<file path="src/rtl/jrb_pkg.sv">
package jrb_pkg;
  localparam int WORD_W  = 32;
  localparam int IR_W    = 10;
  localparam int NUM_SEG = 15;

  typedef enum logic [2:0] {
    K_TMS1, K_TMS0, K_IR_IN, K_IR_OUT, K_PKT, K_CAP
  } seg_kind_e;

  typedef struct packed {
    seg_kind_e  kind;
    logic [7:0] len;
  } seg_t;

  function automatic seg_t mk(seg_kind_e k, logic [7:0] n);
    seg_t s;
    s.kind = k;
    s.len  = n;
    return s;
  endfunction

  // script: TAP walk and shift phases, in execution order
  function automatic seg_t seg_at(logic [3:0] s);
    case (s)
      4'd0:    return mk(K_TMS1, 8'd5);
      4'd1:    return mk(K_TMS0, 8'd1);
      4'd2:    return mk(K_TMS1, 8'd2);
      4'd3:    return mk(K_TMS0, 8'd2);
      4'd4:    return mk(K_IR_IN, 8'd10);
      4'd5:    return mk(K_TMS1, 8'd2);
      4'd6:    return mk(K_TMS0, 8'd2);
      4'd7:    return mk(K_PKT, 8'd160);
      4'd8:    return mk(K_TMS1, 8'd3);
      4'd9:    return mk(K_TMS0, 8'd2);
      4'd10:   return mk(K_IR_OUT, 8'd10);
      4'd11:   return mk(K_TMS1, 8'd2);
      4'd12:   return mk(K_TMS0, 8'd2);
      4'd13:   return mk(K_CAP, 8'd32);
      default: return mk(K_TMS1, 8'd5);
    endcase
  endfunction

  function automatic logic [WORD_W-1:0] pkt_word(logic [2:0] w);
    case (w)
      3'd0:    return 32'hAA99_5566;
      3'd2:    return 32'h2800_E001;
      default: return 32'h2000_0000;
    endcase
  endfunction
endpackage

</file>
<file path="src/rtl/jrb_tck_div.sv">
module jrb_tck_div #(
  parameter int CLK_DIV = 4
) (
  input  logic clk,
  input  logic rst_n,
  input  logic run,
  output logic tck,
  output logic rise,
  output logic fall
);
  localparam int HALF = CLK_DIV / 2;
  localparam int CW   = $clog2(HALF + 1);

  logic [CW-1:0] cnt;
  logic          wrap;

  assign wrap = run && (cnt == CW'(HALF - 1));
  assign rise = wrap && !tck;
  assign fall = wrap && tck;

  always_ff @(posedge clk) begin
    if (!rst_n || !run) begin
      cnt <= '0;
      tck <= 1'b0;
    end else if (wrap) begin
      cnt <= '0;
      tck <= ~tck;
    end else begin
      cnt <= cnt + CW'(1);
    end
  end

  p_tck_idle_low_r2: assert property (@(posedge clk) disable iff (!rst_n)
    !run |=> !tck);
endmodule

</file>
<file path="src/rtl/jrb_script.sv">
module jrb_script
  import jrb_pkg::*;
#(
  parameter logic [IR_W-1:0] CFG_IN_CODE  = 10'h3C5,
  parameter logic [IR_W-1:0] CFG_OUT_CODE = 10'h3C4
) (
  input  logic clk,
  input  logic rst_n,
  input  logic load,
  input  logic step,
  output logic tms_bit,
  output logic tdi_bit,
  output logic cap_phase,
  output logic script_end
);
  localparam logic [3:0] LAST_SEG = 4'(NUM_SEG - 1);

  logic [3:0]        seg;
  logic [7:0]        idx;
  seg_t              info;
  logic              seg_end;
  logic [WORD_W-1:0] word;

  always_comb begin
    info       = seg_at(seg);
    seg_end    = (idx == info.len - 8'd1);
    word       = pkt_word(idx[7:5]);
    tms_bit    = 1'b1;
    tdi_bit    = 1'b0;
    cap_phase  = 1'b0;
    case (info.kind)
      K_TMS0:   tms_bit = 1'b0;
      K_IR_IN: begin
        tms_bit = seg_end;
        tdi_bit = |(CFG_IN_CODE & (IR_W'(1) << idx));
      end
      K_IR_OUT: begin
        tms_bit = seg_end;
        tdi_bit = |(CFG_OUT_CODE & (IR_W'(1) << idx));
      end
      K_PKT: begin
        tms_bit = seg_end;
        tdi_bit = word[~idx[4:0]];
      end
      K_CAP: begin
        tms_bit   = seg_end;
        cap_phase = 1'b1;
      end
      default: tms_bit = 1'b1;
    endcase
    script_end = (seg == LAST_SEG) && seg_end;
  end

  always_ff @(posedge clk) begin
    if (!rst_n || load) begin
      seg <= '0;
      idx <= '0;
    end else if (step) begin
      if (seg_end) begin
        idx <= '0;
        seg <= (seg == LAST_SEG) ? 4'd0 : seg + 4'd1;
      end else begin
        idx <= idx + 8'd1;
      end
    end
  end

  p_pos_holds_r3: assert property (@(posedge clk) disable iff (!rst_n)
    (!step && !load) |=> ($stable(seg) && $stable(idx)));
endmodule

</file>
<file path="src/rtl/jrb_capture.sv">
module jrb_capture #(
  parameter int W = 32
) (
  input  logic         clk,
  input  logic         rst_n,
  input  logic         sample,
  input  logic         bit_in,
  input  logic         commit,
  output logic [W-1:0] status
);
  logic [W-1:0] shreg;

  always_ff @(posedge clk) begin
    if (!rst_n) begin
      shreg  <= '0;
      status <= '0;
    end else begin
      if (sample) shreg <= {bit_in, shreg[W-1:1]};
      if (commit) status <= shreg;
    end
  end

  p_status_hold_r11: assert property (@(posedge clk) disable iff (!rst_n)
    !commit |=> $stable(status));
endmodule

</file>
<file path="src/rtl/cfg_status_jtag_reader.sv">
module cfg_status_jtag_reader
  import jrb_pkg::*;
#(
  parameter int              CLK_DIV      = 4,
  parameter logic [IR_W-1:0] CFG_IN_CODE  = 10'h3C5,
  parameter logic [IR_W-1:0] CFG_OUT_CODE = 10'h3C4
) (
  input  logic              clk,
  input  logic              rst_n,
  input  logic              start,
  output logic              busy,
  output logic              done,
  output logic [WORD_W-1:0] status,
  output logic              tck,
  output logic              tms,
  output logic              tdi,
  input  logic              tdo
);
  logic accept, rise, fall, finish;
  logic tms_bit, tdi_bit, cap_phase, script_end;

  assign accept = start && !busy;
  assign finish = busy && fall && script_end;

  jrb_tck_div #(.CLK_DIV(CLK_DIV)) u_div (
    .clk(clk), .rst_n(rst_n), .run(busy),
    .tck(tck), .rise(rise), .fall(fall)
  );

  jrb_script #(.CFG_IN_CODE(CFG_IN_CODE), .CFG_OUT_CODE(CFG_OUT_CODE)) u_script (
    .clk(clk), .rst_n(rst_n), .load(accept), .step(busy && fall),
    .tms_bit(tms_bit), .tdi_bit(tdi_bit), .cap_phase(cap_phase),
    .script_end(script_end)
  );

  jrb_capture #(.W(WORD_W)) u_cap (
    .clk(clk), .rst_n(rst_n), .sample(busy && rise && cap_phase),
    .bit_in(tdo), .commit(finish), .status(status)
  );

  always_ff @(posedge clk) begin
    if (!rst_n) begin
      busy <= 1'b0;
      done <= 1'b0;
    end else begin
      done <= finish;
      if (accept)      busy <= 1'b1;
      else if (finish) busy <= 1'b0;
    end
  end

  // idle keeps the TAP parked in reset with a quiet data line
  assign tms = busy ? tms_bit : 1'b1;
  assign tdi = busy ? tdi_bit : 1'b0;

  p_pins_on_fall_r3: assert property (@(posedge clk) disable iff (!rst_n)
    (!$stable(tms) || !$stable(tdi)) |-> ($past(tck) && !tck));

  p_done_pulse_r9: assert property (@(posedge clk) disable iff (!rst_n)
    done |=> !done);

  p_done_idle_r9: assert property (@(posedge clk) disable iff (!rst_n)
    done |-> !busy);
endmodule

</file>
<file path="config.mk">
export PLATFORM = sky130hd
export DESIGN_NAME = cfg_status_jtag_reader
export DESIGN_NICKNAME = d
export VERILOG_FILES = /design/src/rtl/jrb_pkg.sv /design/src/rtl/jrb_tck_div.sv /design/src/rtl/jrb_script.sv /design/src/rtl/jrb_capture.sv /design/src/rtl/cfg_status_jtag_reader.sv
export SDC_FILE = /design/constraint.sdc
export NUM_CORES = 1
export LEC_CHECK = 0
export CORE_MARGIN = 10
export CORE_UTILIZATION = 40
export DETAILED_ROUTE_END_ITERATION = 10
export GPL_TIMING_DRIVEN = 0
export HOLD_SLACK_MARGIN = 0.05
export PLACE_DENSITY = 0.6
export SETUP_SLACK_MARGIN = 0.1
export SYNTH_ARGS = -nofsm -noshare
export SYNTH_HDL_FRONTEND = slang
export SYNTH_SLANG_ARGS = --single-unit
</file>
<file path="constraint.sdc">
create_clock -name clk -period 3.45 [get_ports clk]
set_input_delay 0.5175 -clock clk [delete_from_list [all_inputs] [get_ports clk]]
set_output_delay 0.5175 -clock clk [all_outputs]
set_load 0.01 [all_outputs]
</file>
# After elaboration in Yosys (flattened, before gate mapping)
# Memories as Yosys holds them, arrays and structs flattened. A register that Yosys moved wholly into a read port is not among the register bits.
# Cells that the tools add are included.
dict set report word_totals {
  ff_bits 81
  mem_bits_ro 144
  in_bits 4
  out_inout_bits 37
  elab_cells 61
  n_memories 1
}
dict set report classes {
  add_sub_neg 4
  magnitude_cmp 1
  eq_ne 9
  shift 1
  mux 14
  n_bitwise 2
  n_reduce_logical 21
}
# memory words word_bits read_ports rd_clocked_by_memory_dff write_ports line_no
set mem_list {}
lappend mem_list {{(name not given)} 16 9 1 1 0 jrb_pkg.sv:24} ;# case (s)
# cell n
set op_table {}
lappend op_table {{$pmux 32 s2} 1}
lappend op_table {{$mux 4} 3}
lappend op_table {{$shl 1x8->10 const A} 1}
lappend op_table {{$eq 3x2->1 const B} 3}
lappend op_table {{$logic_and 1x1->1} 9}
lappend op_table {{$add 8x1->8 const B} 1}
lappend op_table {{$eq 8x8->1} 1}
lappend op_table {{$mux 8} 1}
lappend op_table {{$sub 8x1->8 const B} 1}
lappend op_table {{$eq 3x3->1 const B} 2}
lappend op_table {{$lt 5x6->1 const B} 1}
lappend op_table {{$mux 1} 6}
lappend op_table {{$reduce_or 6->1} 1}
lappend op_table {{$bmux 1 s5} 1}
lappend op_table {{$not 5->5} 1}
lappend op_table {{$reduce_or 5->1} 1}
lappend op_table {{$add 4x1->4 const B} 1}
lappend op_table {{$eq 4x4->1 const B} 1}
lappend op_table {{$reduce_or 4->1} 1}
lappend op_table {{$eq 3x1->1 const B} 1}
lappend op_table {{$logic_not 1->1} 3}
lappend op_table {{$logic_not 3->1} 1}
lappend op_table {{$pmux 1 s3} 1}
lappend op_table {{$add 2x1->2 const B} 1}
lappend op_table {{7 further kinds} 8}

# Depth between registers and ports, before layout
dict set report depth {
  word_depth 7
  ltp_mapped 15
  depth_no_buf 14
}

# By module
# Synthesis repeated with hierarchy kept, for this count alone.
dict set report hier_totals {
  cells_unflattened 408
  hier_area_um2 4196.5
}
# module instances cells_each area_each_um2 seq_area_each_um2
set modules_own_cells {}
lappend modules_own_cells {jrb_capture 1 207 2492.4 1281.2}
lappend modules_own_cells {jrb_script 1 177 1486.4 380.4}
lappend modules_own_cells {jrb_tck_div 1 13 117.6 60.1}
lappend modules_own_cells {cfg_status_jtag_reader 1 11 100.1 40.0}

# Worst setup path before layout
# Ideal clock, no wire load.
dict set report synth_timing {
  kind {reg2reg}
  from {register, netlist name u_script.info[0]}
  to {register, netlist name u_script.info[8]}
  setup_ns 0.123
  arrival_time_ns 3.019
  required_time_ns 3.327
  setup_slack_ns 0.309
  stages_incl_launch_ff 15
  path_buffers 1
  synth_period_minus_slack_ns 3.141
  path_cell_list {dfxtp_1 inv_1 ha_1 nor2b_1 or4_1 a311oi_1 and4_1 buf_6 nand2_1 mux2_2 nor2_1 inv_1 ha_1 a221oi_2 a21oi_1}
}
dict set report synth_via {
  elab_chain_cells 5
}
# item line_no
set synth_lines {}
lappend synth_lines {{$sub 8x1->8} jrb_script.sv:26} ;# seg_end = (idx == info.len - 8'd1);
lappend synth_lines {{$eq 8x8->1} jrb_script.sv:26}
lappend synth_lines {{$reduce_and 2->1 (no source line)} --}
lappend synth_lines {{$mux 4 (no source line) (2 in series)} --}
# No other way between the ends.
# A chain may end at the register's enable or synchronous reset.

# Worst setup path after layout
dict set report layout_timing {
  from {register, netlist name u_script.info[0]}
  to {register, netlist name u_script.info[2]}
}
dict set report layout_via {
  elab_chain_cells 5
}
# item line_no
set layout_lines {}
lappend layout_lines {{$sub 8x1->8} jrb_script.sv:26}
lappend layout_lines {{$eq 8x8->1} jrb_script.sv:26}
lappend layout_lines {{$reduce_and 2->1 (no source line)} --}
lappend layout_lines {{$mux 4 (no source line) (2 in series)} --}
# No other way between the ends.

==> flow_metrics.py <==
metrics = {
    "placed_design": {
        "dp.cells": 644,
        "io_buffers": 40,
        "gp_congestion": 0.818,
        "hpwl_um": 6150,
    },
    "logic_synthesis": {
        "synth_flop_cell": "dfxtp_1",
        "synth_area_leaders": "dfxtp_1 (45%), nand2_1 (14%), a21boi_0 (11%), xnor2_1 (3.6%), ha_1 (3.2%)",
        "synth_seq_cells": 88,
        "synth_cell_types": 46,
        "synth_cells": 471,
        "synth_warnings": 0,
        "synth_top_area_share_pct": 44.8,
        "synth_area_leader_cell": "dfxtp_1",
        "syn_area_um2": 3940,
        "synth_edf_count": 0,
        "postSynth.asyncResetShare_pct": 0,
        "synth_fp_nets": 485,
        "ys_seq_area_share_pct": 44.8,
        "avgSynthCellArea_um2": 8.35,
    },
    "critical_path": {
        "path_depth": 15,
        "cp_slowest_cell": "or4_1",
        "r2r_cells": 15,
        "required_ns": 3.72,
        "cp-start-kind": "register",
        "worstSetupPathType": "register to register",
        "ff2ff_setup_slack_ns": 0.25,
        "crit_chain": "inv_1, ha_4, nor2b_1, or4_1, a311oi_2, buf_4, nand3_2, buf_4, mux2i_1, o22a_1, clkbuf_8, ha_1, inv_1, or2_2, o22ai_1",
        "critical-path-max-stage-delay_ns": 0.49,
        "cp_max_fo": 10,
        "reg2reg_to": "u_script.info[2]$_DFF_P_",
        "critPathArrivalTime_ns": 3.47,
        "end_kind": "register",
        "reg2reg_from": "u_script.info[0]$_DFF_P_",
        "path_delay_family": "simple AND/OR/NAND/NOR gates",
        "path_buf_inv": 5,
    },
    "clock_tree": {
        "cts.sinks": 88,
        "clkLatencyLatePin_ns": 0.35,
        "cts_buffers": 9,
        "cts_hold_repair.buffers": 0,
        "cts_tree": "yes",
        "root_buffer": "clkbuf_8",
        "clk_pin_slew_ns": 0.09,
        "cts_buffer_depth": 2,
        "cts_max_level": 3,
    },
    "run_status": {
        "run_status": "finished, final reports clean",
    },
    "timing": {
        "fin_crit_sh_pct": 92.8,
        "worst_slew_pin_slew_ns": 0.734,
        "slew_headroom_pct": 50.6,
        "rsz0062_at_grt": "no",
        "hold_viol": 0,
        "finalSetupTns_ns": 0,
        "fin_crit_ns": 3.20,
        "final_max_slew_viol_count": 0,
        "fmax_mhz": 312,
        "setup_viol": 0,
        "fin_skew_ns": 0.0171,
    },
    "detailed_routing": {
        "vias": 3204,
        "drt-pass1-iter-count": 4,
        "avgViaCountPerCell": 4.81,
        "wl_per_cell_um": 12.8,
        "drtAntennaViolNets": 0,
        "drcViolationCount": 0,
        "drt_iter0_drc": 184,
        "drt-total-wl_um": 8530,
    },
    "final_layout": {
        "nets": 542,
        "fin_cells": 666,
        "drive_gt1_share_pct": 9.38,
        "num_antenna_cells": 0,
        "area_delta_synth_final_pct": 21.5,
    },
    "floorplan": {
        "die_h_um": 119,
        "dieArea_um2": 14200,
        "fp.dieW_um": 119,
        "start_util_pct": 40.6,
        "row_count": 36,
        "io_pins": 41,
        "placeableCoreArea_um2": 9680,
    },
    "hold_path": {
        "hold_end": "u_div.cnt[0]$_SDFF_PP0_",
        "hp-start": "u_div.cnt[0]$_SDFF_PP0_",
        "whs_path_depth": 1,
        "hold_path_class": "register to register",
    },
    "global_routing": {
        "grt_max_degree": 16,
        "grt.total_usage_pct": 12.6,
        "grt_pass1_vias": 3176,
        "grt_overflow": 0,
        "antenna_found_initial": 0,
        "grt_first_pass_wirelength_um": 15200,
    },
    "pwr": {
        "p_per_area_nw_per_um2": 371,
        "p_leak_nw": 1.62,
        "peakVddDrop_mv": 0.258,
    },
    "flow_run": {
        "maxCapViolations": 0,
    },
}
## metrics by stage
stage	power, mW	hold slack (ns)	util, %	setup WS, ns	cell area, um2
detailed placement	1.08	0.435	46.5	-0.0916	4500
global route	1.84	0.473	49.4	0.0780	4780
finish	1.77	0.442	49.4	0.247	4780
global placement	1.08	0.416	46.5	-0.0637	4500
floorplan	1.07	0.407	-	0.309	3940
CTS	1.80	0.449	48.8	0.115	4730
## power breakdown
group          leakage, nW  total (mW)  switching, mW  internal (mW)
logic                0.819      0.0396         0.0207         0.0189
registers            0.709        1.02        0.00290           1.02
clock network       0.0933       0.714          0.375          0.339
total                 1.62        1.77          0.399           1.37
## state kept, by name (all words and copies together), names as in the netlist
register and count:
done 1, u_cap.status 32, u_div.cnt 2, u_script.idx 8, u_div.tck 1, u_script.info 7
u_script.seg 4, busy 1, u_cap.shreg 32
## cell type report
cell class,count,area [um2]
Multi-Input combinational cell,336,1970
Buffer,32,175
Tap cell,133,166
Clock inverter,6,67.6
Fill cell,961,4900
Timing Repair Buffer,46,444
Clock buffer,10,128
Sequential cell,88,1770
Inverter,15,58.8
## synth_stat cells (4+ instances only)
cell type  count
buf_6          4
clkbuf_1      22
xor2_1         4
nand3_1        8
nor2_1        22
inv_1         14
a21oi_1        4
a21boi_1       8
o21ai_0        7
dfxtp_1       88
mux2i_1        5
a21boi_0      57
xnor2_1       16
nand4_1        5
nand2_1      147
ha_1          10
nor3_1         5
## timing repair
action,in CTS,in global routing
resized for setup,5,12
endpoints found under the setup margin,5,6
buffers inserted,2,4
pin swaps,2,4
## logic make-up (layout without fill, tap and decap cells)
group | after synthesis | after routing | share of synthesized area (%)
AOI/OAI and AO/OA | 89 | 89 | 17.0
xor gates and xnor gates | 20 | 20 | 4.45
adders and majority gates | 10 | 10 | 3.18
buffers and inverters | 47 | 109 | 5.85
DFF | 88 | 88 | 44.8
muxes | 8 | 8 | 2.19
and+or+nand+nor | 209 | 209 | 22.6
## layer usage
layer | vias to the layer above | wire length, um | GRT usage, %
met5 | - | 0 | 0
met4 | 0 | 50 | 3.28
met3 | 5 | 377 | 4.44
met2 | 36 | 4010 | 20.3
met1 | 1507 | 4090 | 15.7
li1 | 1656 | - | -
## worst max path at each step
stage,from,end,slack (ns)
final,u_script.info[0]$_DFF_P_,u_script.info[2]$_DFF_P_,0.25
after global routing,u_script.info[0]$_DFF_P_,u_script.info[2]$_DFF_P_,0.08
after CTS,u_script.info[0]$_DFF_P_,u_script.info[8]$_DFF_P_,0.11
after detailed placement,u_script.info[0]$_DFF_P_,u_script.info[8]$_DFF_P_,-0.09
after global placement,u_script.info[0]$_DFF_P_,u_script.info[8]$_DFF_P_,-0.06
after floorplan,u_script.info[0]$_DFF_P_,u_script.info[8]$_DFF_P_,0.31
## placed cells by master, fill, tap and decap left out, drive strengths merged, types with 2 or more instances in the layout
master	Yosys	layout
clkinvlp	0	2
a21oi	5	5
buf	9	15
clkdlybuf4s50	0	39
xor2	4	4
nor2b	3	3
o31ai	2	2
ha	10	10
nand4	5	5
xnor2	16	16
nor3b	3	3
and3	2	2
or4	2	2
mux2i	6	6
a21boi	65	65
nor3	5	5
nand3	9	9
o22ai	2	2
nand2	147	147
mux2	2	2
dfxtp	88	88
nor2	22	22
inv	15	17
and2	2	2
clkbuf	23	33
nor4	3	3
a221oi	2	2
o21ai	8	8
## worst reg2reg max path: stages, from the launching register on
cell and delay, ns:
dfxtp_4 0.36, inv_1 0.06, ha_4 0.16, nor2b_1 0.12, or4_1 0.49, a311oi_2 0.36, buf_4 0.18, nand3_2 0.06
buf_4 0.16, mux2i_1 0.16, o22a_1 0.18, clkbuf_8 0.16, ha_1 0.15, inv_1 0.06, or2_2 0.31, o22ai_1 0.16
(Power assumes the default switching activity.)
